<file path="config.mk">
export PLATFORM = sky130hd
export DESIGN_NAME = lsp_park_ctrl
export DESIGN_NICKNAME = d
export VERILOG_FILES = /design/src/rtl/lspc_pkg.sv /design/src/rtl/lspc_tap_fsm.sv /design/src/rtl/lspc_port_fsm.sv /design/src/rtl/lspc_chain.sv /design/src/rtl/lsp_park_ctrl.sv
export SDC_FILE = /design/constraint.sdc
export NUM_CORES = 1
export LEC_CHECK = 0
export CORE_ASPECT_RATIO = 0.8
export CORE_MARGIN = 3
export CORE_UTILIZATION = 45
export DETAILED_ROUTE_END_ITERATION = 8
export DONT_BUFFER_PORTS = 1
export GPL_ROUTABILITY_DRIVEN = 1
export HOLD_SLACK_MARGIN = 0.06
export SLEW_MARGIN = 30
export SYNTH_ARGS = -nofsm -noshare
export SYNTH_HDL_FRONTEND = slang
export SYNTH_SLANG_ARGS = --single-unit
</file>
<file path="constraint.sdc">
create_clock -name clk_i -period 6.32 [get_ports clk_i]
set_input_delay 0.316 -clock clk_i [delete_from_list [all_inputs] [get_ports clk_i]]
set_output_delay 0.316 -clock clk_i [all_outputs]
set_load 0.02 [all_outputs]
</file>
<file path="src/rtl/lspc_pkg.sv">
package lspc_pkg;

  typedef enum logic [3:0] {
    TAP_TLR, TAP_RTI, TAP_SEL_DR, TAP_CAP_DR, TAP_SH_DR, TAP_EX1_DR, TAP_PS_DR, TAP_EX2_DR,
    TAP_UPD_DR, TAP_SEL_IR, TAP_CAP_IR, TAP_SH_IR, TAP_EX1_IR, TAP_PS_IR, TAP_EX2_IR, TAP_UPD_IR
  } tap_e;

  typedef enum logic [1:0] {PK_TLR, PK_RTI, PK_PDR, PK_PIR} park_e;

  function automatic tap_e tap_next(tap_e s, logic tms);
    case (s)
      TAP_TLR:    return tms ? TAP_TLR    : TAP_RTI;
      TAP_RTI:    return tms ? TAP_SEL_DR : TAP_RTI;
      TAP_SEL_DR: return tms ? TAP_SEL_IR : TAP_CAP_DR;
      TAP_CAP_DR: return tms ? TAP_EX1_DR : TAP_SH_DR;
      TAP_SH_DR:  return tms ? TAP_EX1_DR : TAP_SH_DR;
      TAP_EX1_DR: return tms ? TAP_UPD_DR : TAP_PS_DR;
      TAP_PS_DR:  return tms ? TAP_EX2_DR : TAP_PS_DR;
      TAP_EX2_DR: return tms ? TAP_UPD_DR : TAP_SH_DR;
      TAP_UPD_DR: return tms ? TAP_SEL_DR : TAP_RTI;
      TAP_SEL_IR: return tms ? TAP_TLR    : TAP_CAP_IR;
      TAP_CAP_IR: return tms ? TAP_EX1_IR : TAP_SH_IR;
      TAP_SH_IR:  return tms ? TAP_EX1_IR : TAP_SH_IR;
      TAP_EX1_IR: return tms ? TAP_UPD_IR : TAP_PS_IR;
      TAP_PS_IR:  return tms ? TAP_EX2_IR : TAP_PS_IR;
      TAP_EX2_IR: return tms ? TAP_UPD_IR : TAP_SH_IR;
      default:    return tms ? TAP_SEL_DR : TAP_RTI;
    endcase
  endfunction

  function automatic tap_e park_to_tap(park_e t);
    case (t)
      PK_TLR:  return TAP_TLR;
      PK_RTI:  return TAP_RTI;
      PK_PDR:  return TAP_PS_DR;
      default: return TAP_PS_IR;
    endcase
  endfunction

  // TMS per current state (bit index = state code) that walks toward each target
  function automatic logic steer_tms(tap_e s, park_e t);
    logic [15:0] v;
    case (t)
      PK_TLR:  v = 16'hFFFF;
      PK_RTI:  v = 16'h7CF8;
      PK_PDR:  v = 16'hFD1A;
      default: v = 16'h8DFE;
    endcase
    return v[s];
  endfunction

endpackage

</file>
<file path="src/rtl/lspc_tap_fsm.sv">
module lspc_tap_fsm
  import lspc_pkg::*;
(
  input  logic clk_i,
  input  logic rst_ni,
  input  logic tms_i,
  output tap_e state_o
);
  tap_e state_q;

  always_ff @(posedge clk_i or negedge rst_ni) begin
    if (!rst_ni) state_q <= TAP_TLR;
    else         state_q <= tap_next(state_q, tms_i);
  end

  assign state_o = state_q;

  // five TMS highs in a row always reach Test-Logic-Reset (R2 tracking)
  a_r2_tlr_entry: assert property (@(posedge clk_i) disable iff (!rst_ni)
    (tms_i && state_q == TAP_SEL_IR) |=> state_q == TAP_TLR);
endmodule

</file>
<file path="src/rtl/lspc_port_fsm.sv">
module lspc_port_fsm
  import lspc_pkg::*;
(
  input  logic  clk_i,
  input  logic  rst_ni,
  input  logic  upd_i,
  input  logic  park_i,
  input  logic  unpark_i,
  input  logic  sel_i,
  input  park_e tgt_i,
  input  logic  tms_i,
  output logic  inserted_o,
  output logic  tms_o
);
  logic  ins_q;
  park_e tgt_q;
  tap_e  lstate;

  always_ff @(posedge clk_i or negedge rst_ni) begin
    if (!rst_ni) begin
      ins_q <= 1'b0;
      tgt_q <= PK_TLR;
    end else if (upd_i) begin
      if (park_i) begin
        ins_q <= 1'b0;
        tgt_q <= tgt_i;
      end else if (unpark_i) begin
        ins_q <= sel_i;
      end
    end
  end

  assign tms_o      = ins_q ? tms_i : steer_tms(lstate, tgt_q);
  assign inserted_o = ins_q;

  lspc_tap_fsm u_local (
    .clk_i  (clk_i),
    .rst_ni (rst_ni),
    .tms_i  (tms_o),
    .state_o(lstate)
  );

  a_r2_no_cmd_hold: assert property (@(posedge clk_i) disable iff (!rst_ni)
    !upd_i |=> $stable(ins_q));
  a_r3_unpark_sel: assert property (@(posedge clk_i) disable iff (!rst_ni)
    (upd_i && unpark_i && !park_i) |=> ins_q == $past(sel_i));
  a_r4_park_wins: assert property (@(posedge clk_i) disable iff (!rst_ni)
    (upd_i && park_i) |=> !ins_q);
  a_r5_park_hold: assert property (@(posedge clk_i) disable iff (!rst_ni)
    (!ins_q && lstate == park_to_tap(tgt_q) && !(upd_i && (park_i || unpark_i)))
      |=> lstate == $past(lstate));
endmodule

</file>
<file path="src/rtl/lspc_chain.sv">
module lspc_chain #(
  parameter int N_PORTS = 3
) (
  input  logic [N_PORTS-1:0] ins_i,
  input  logic               tdi_i,
  input  logic               byp_i,
  input  logic [N_PORTS-1:0] ret_i,
  output logic [N_PORTS-1:0] lsp_tdo_o,
  output logic               tdo_o
);
  always_comb begin
    logic cur;
    cur = tdi_i;
    for (int k = 0; k < N_PORTS; k++) begin
      lsp_tdo_o[k] = ins_i[k] ? cur : 1'b1;
      if (ins_i[k]) cur = ret_i[k];
    end
    tdo_o = (|ins_i) ? cur : byp_i;
  end
endmodule

</file>
<file path="src/rtl/lsp_park_ctrl.sv">
module lsp_park_ctrl
  import lspc_pkg::*;
#(
  parameter int N_PORTS = 3
) (
  input  logic               clk_i,
  input  logic               rst_ni,
  input  logic               tms_i,
  input  logic               tdi_i,
  output logic               tdo_o,
  input  logic [N_PORTS-1:0] mode_i,
  input  logic               park_i,
  input  logic               unpark_i,
  input  logic [1:0]         park_state_i,
  input  logic               oe_i,
  output logic [N_PORTS-1:0] lsp_tck_o,
  output logic [N_PORTS-1:0] lsp_tms_o,
  output logic [N_PORTS-1:0] lsp_tdo_o,
  input  logic [N_PORTS-1:0] lsp_tdi_i,
  output logic [N_PORTS-1:0] lsp_oe_o
);
  tap_e               up_state;
  logic               upd;
  logic               byp_q;
  logic [N_PORTS-1:0] ins;

  lspc_tap_fsm u_up (
    .clk_i  (clk_i),
    .rst_ni (rst_ni),
    .tms_i  (tms_i),
    .state_o(up_state)
  );

  assign upd = (up_state == TAP_UPD_IR);

  always_ff @(posedge clk_i or negedge rst_ni) begin
    if (!rst_ni) byp_q <= 1'b0;
    else         byp_q <= tdi_i;
  end

  for (genvar k = 0; k < N_PORTS; k++) begin : g_port
    lspc_port_fsm u_port (
      .clk_i     (clk_i),
      .rst_ni    (rst_ni),
      .upd_i     (upd),
      .park_i    (park_i),
      .unpark_i  (unpark_i),
      .sel_i     (mode_i[k]),
      .tgt_i     (park_e'(park_state_i)),
      .tms_i     (tms_i),
      .inserted_o(ins[k]),
      .tms_o     (lsp_tms_o[k])
    );
  end

  lspc_chain #(.N_PORTS(N_PORTS)) u_chain (
    .ins_i    (ins),
    .tdi_i    (tdi_i),
    .byp_i    (byp_q),
    .ret_i    (lsp_tdi_i),
    .lsp_tdo_o(lsp_tdo_o),
    .tdo_o    (tdo_o)
  );

  assign lsp_tck_o = {N_PORTS{clk_i}};
  assign lsp_oe_o  = {N_PORTS{oe_i}};

  a_r8_parked_tdo_high: assert property (@(posedge clk_i) disable iff (!rst_ni)
    (ins == '0) |-> (lsp_tdo_o == '1));
endmodule

</file>
Yosys cells after proc, flatten, opt, wreduce, memory -nomap -nowiden. Index checks and enable logic that the tools add are counted.

Register bits: 22. Bits of input ports: 15. Output and inout port bits: 13. Word-level logic and storage cells: 155.

$lt $le $gt $ge: 3. Equality and inequality tests: 51. Mux-type cells: 75. Reduce and logical (&&, ||, !) cells: 17.

Operator list (number): 4-bit one-hot mux with 11 select lines (4); 4-bit == test (second input constant) (25); 4-bit by 3-bit == test with 1-bit output (second input constant) (16); 4-bit two-way mux (16); 16-bit one-hot mux with 3 select lines (1); 4-bit by 2-bit == test with 1-bit output (second input constant) (8); 1-bit two-way mux (31); 2-bit two-way mux (12); 3-bit two-way mux (8); 4-bit zero test (4); 2-bit OR reduction (8); 4-bit by 5-bit < comparator with 1-bit output (second input constant) (3); 1-bit binary-select mux with 4-bit select (3); 2-bit AND reduction (2); 3-bit OR reduction (1); 2-bit by 1-bit == test with 1-bit output (second input constant) (1); 2-bit == test (second input constant) (1); 2-bit zero test (1); 2-bit nonzero test (1).

Depth between registers and ports, before layout.
Depth in word-level cells: 7. Depth in mapped cells: 10. Mapped depth without buffers: 9.

Modules after synthesis. From an unflattened synthesis, not the netlist that was laid out.

Cells, all modules: 257. Area, all modules: 2154.6 sq um.

By module, submodules not included: lspc_tap_fsm (instances 4, cells each 37, area an instance 300.3 sq um); lspc_port_fsm (instances 3, cells each 30, area an instance 266.5 sq um); lsp_park_ctrl (instances 1, cells each 8, area an instance 78.8 sq um); lspc_chain (instances 1, cells each 11, area an instance 75.1 sq um).

==> flow_summary.ini <==
[run_status]
status = complete, no violations

[pwr]
ir_worst_vdd_v = 0.000250
p_per_area_mw_per_mm2 = 612
p_leak_nw = 0.904
power.total_mw = 1.41

[routing]
viasPerCell = 6.38
ant_nets = 0
vias = 2194
finalWirelength_mm = 5.40
first_pass_iters = 4
wire_per_inst_um = 15.7
drtIter0Drc = 189
drc = 0

[global_route]
grt_antenna_before_repair = 0
first_global_vias = 1910
grt_max_degree = 23
grt_util_met3_pct = 3.89
gr-total-overflow = 0
grt.met1_usage_pct = 29.6
grtUsageMet2_pct = 25.1
grt_pass1_wl_mm = 9.40
track_usage_pct = 18.7
top_usage_layer = met1

[timing]
tns_ns = 0
maxSlewViolCount = 0
slew_headroom_pct = 52.5
hold_viol = 0
setup_viol = 0
rsz0062_at_grt = no
worstMarginPinSlew_ns = 0.707
skew_ns = 0.00280

[cts]
post_cts_resized = 0
cts_buffers = 3
htreeDepth = 1
clock-root-buffer = clkbuf_8
clk_pin_slew_worst_paths_ns = 0.09
cts_buffer_depth = 2
clk_latency_ns = 0.28
post_cts_buffers = 0
cts_sinks = 22
tritoncts = built

[setup_path]
path_class = clk2out
critPathLaunchType = clock port
cp_max_fo = 4
cp.arrival_ns = 3.16
worst_ep_required_time_ns = 6.00
crit_path_end_kind = output pin
critical_path_depth = 0
ff2ff_path_depth = 9

[die]
die-area_mm2 = 0.00602
core_mm2 = 0.00476
num_rows = 22
fp.dieH_um = 70.0
dieWidth_um = 86.0
start_util_pct = 48.4
io_pins = 28

[synth]
synthArstFlopShare_pct = 100
ys_ff_latch = 22
synth_edf_count = 0
synth.most_common_cell = nand2_1
yosys.area.top_type_share_pct = 23.9
syn_nets = 332
syn_area_per_cell_um2 = 7.41
synth_area_mm2 = 0.00230
synth.distinct_cells = 62
synth_ff_type = dfrtp_1
synthCells = 311
synth_warnings = 0
yosysTopAreaCell = dfrtp_1
synthTopCellsByArea = dfrtp_1 24%, nand2_1 5.2%, nor2_1 4.4%, o21ai_0 4.1%, a21oi_1 3.9%
ys_seq_area_share_pct = 23.9
synth.top_cells.by_count = 32 x nand2_1, 27 x nor2_1, 22 x dfrtp_1, 19 x o21ai_0

[finish]
nNetsFinal = 306
drive_gt1_share_pct = 6.34
diodes = 0
seq_area_um2 = 551
syn2layout_area_growth_pct = -0.217
nFillCells = 479
multiInputGateArea_mm2 = 0.00151

[min_path]
hp-class = in2reg
hold_depth = 1

[place]
hpwlAfterDp_mm = 3.67
port_buffers = 0
routabilityCongestion = 0.865

[job]
drv_cap = 0
-- through the flow --
step / cells / hold WS, ns / setup WS, ns / utilization, % / area, µm²
after global routing: 344 / 0.112 / 2.84 / 48.3 / 2300
final: 344 / 0.120 / 2.84 / 48.3 / 2300
after detailed placement: 337 / 0.0212 / 2.84 / 46.3 / 2200
after CTS: 344 / 0.117 / 2.84 / 48.3 / 2300
after global placement: 337 / 0.0212 / 2.84 / 46.3 / 2200
after floorplan: 311 / 0.0204 / 2.71 / - / 2300
-- final timing paths --
check	startpoint	to	slack, ns
max	clk_i	lsp_tck_o[1]	2.84
min	tms_i	u_up.state_o[0]	0.12
max reg2reg	g_port[0].u_port.tgt_q[0]	g_port[1].u_port.u_local.state_o[2]	3.62
min reg2reg	u_up.state_o[1]	u_up.state_o[0]	0.68
max in group asynchronous	rst_ni	g_port[0].u_port.tgt_q[0]	5.72
min in group asynchronous	rst_ni	g_port[1].u_port.u_local.state_o[1]	0.46
-- worst reg2reg max path, stage by stage, from the launching register on --
cell and delay (ns):
dfrtp_1 0.55, inv_1 0.12, ha_1 0.36, nor4b_2 0.31, a311oi_2 0.10, a221oi_2 0.40, nand2b_1 0.24, inv_1 0.16
a211oi_1 0.26, nor4_1 0.08
-- kinds of logic after synthesis --
logic type / share of synthesized area [%]
fa+ha+maj: 3.26
flops: 23.9
mux: 4.56
simple gates: 24.8
buf+inv: 10.4
compound gates: 33.1
-- what timing repair did --
item	CTS	global route
endpoints found under the setup margin	0	0
hold buffers	3	0
endpoints found under the hold margin	23	0
-- state kept, by name (all words and copies together), names as in the netlist --
name	count
g_port.u_port.u_local.state_o	12
u_up.state_o	4
g_port.u_port.inserted_o	3
g_port.u_port.tgt_q	2
byp_q	1
-- placed cells by master (no fill, tap or decap), drive strengths merged, types with 4 or more instances in the layout --
master   n
nor3     4
ha       6
nand4    4
nor2b    8
o211ai   7
clkbuf   4
nand3   13
nand2b   4
a21oi   18
dfrtp   22
nand2   32
nor2    27
a21o     4
a211oi   8
mux2i    6
inv     17
and3     4
mux2     4
o21ai   20
a31oi   12
-- area by class of cell --
cell class	instances	share of cell area, %
flip-flops and latches	22	24.0
repair buffers	3	1.74
clock buffers	4	2.40
inverters	17	2.78
multi-input cells	238	65.9
well taps	60	3.27
-- metal layers --
layer	vias to the layer above	wire, µm
li1	1082	-
met4	0	61
met3	9	377
met5	-	0
met2	82	2220
met1	1021	2750
-- power breakdown --
group,internal [mW],total [mW],leakage (nW),switching [mW]
Sequential,0.208,0.423,0.274,0.215
Combinational,0.368,0.874,0.602,0.505
Clock,0.0558,0.111,0.0288,0.0548
(Power assumes the default switching activity.)
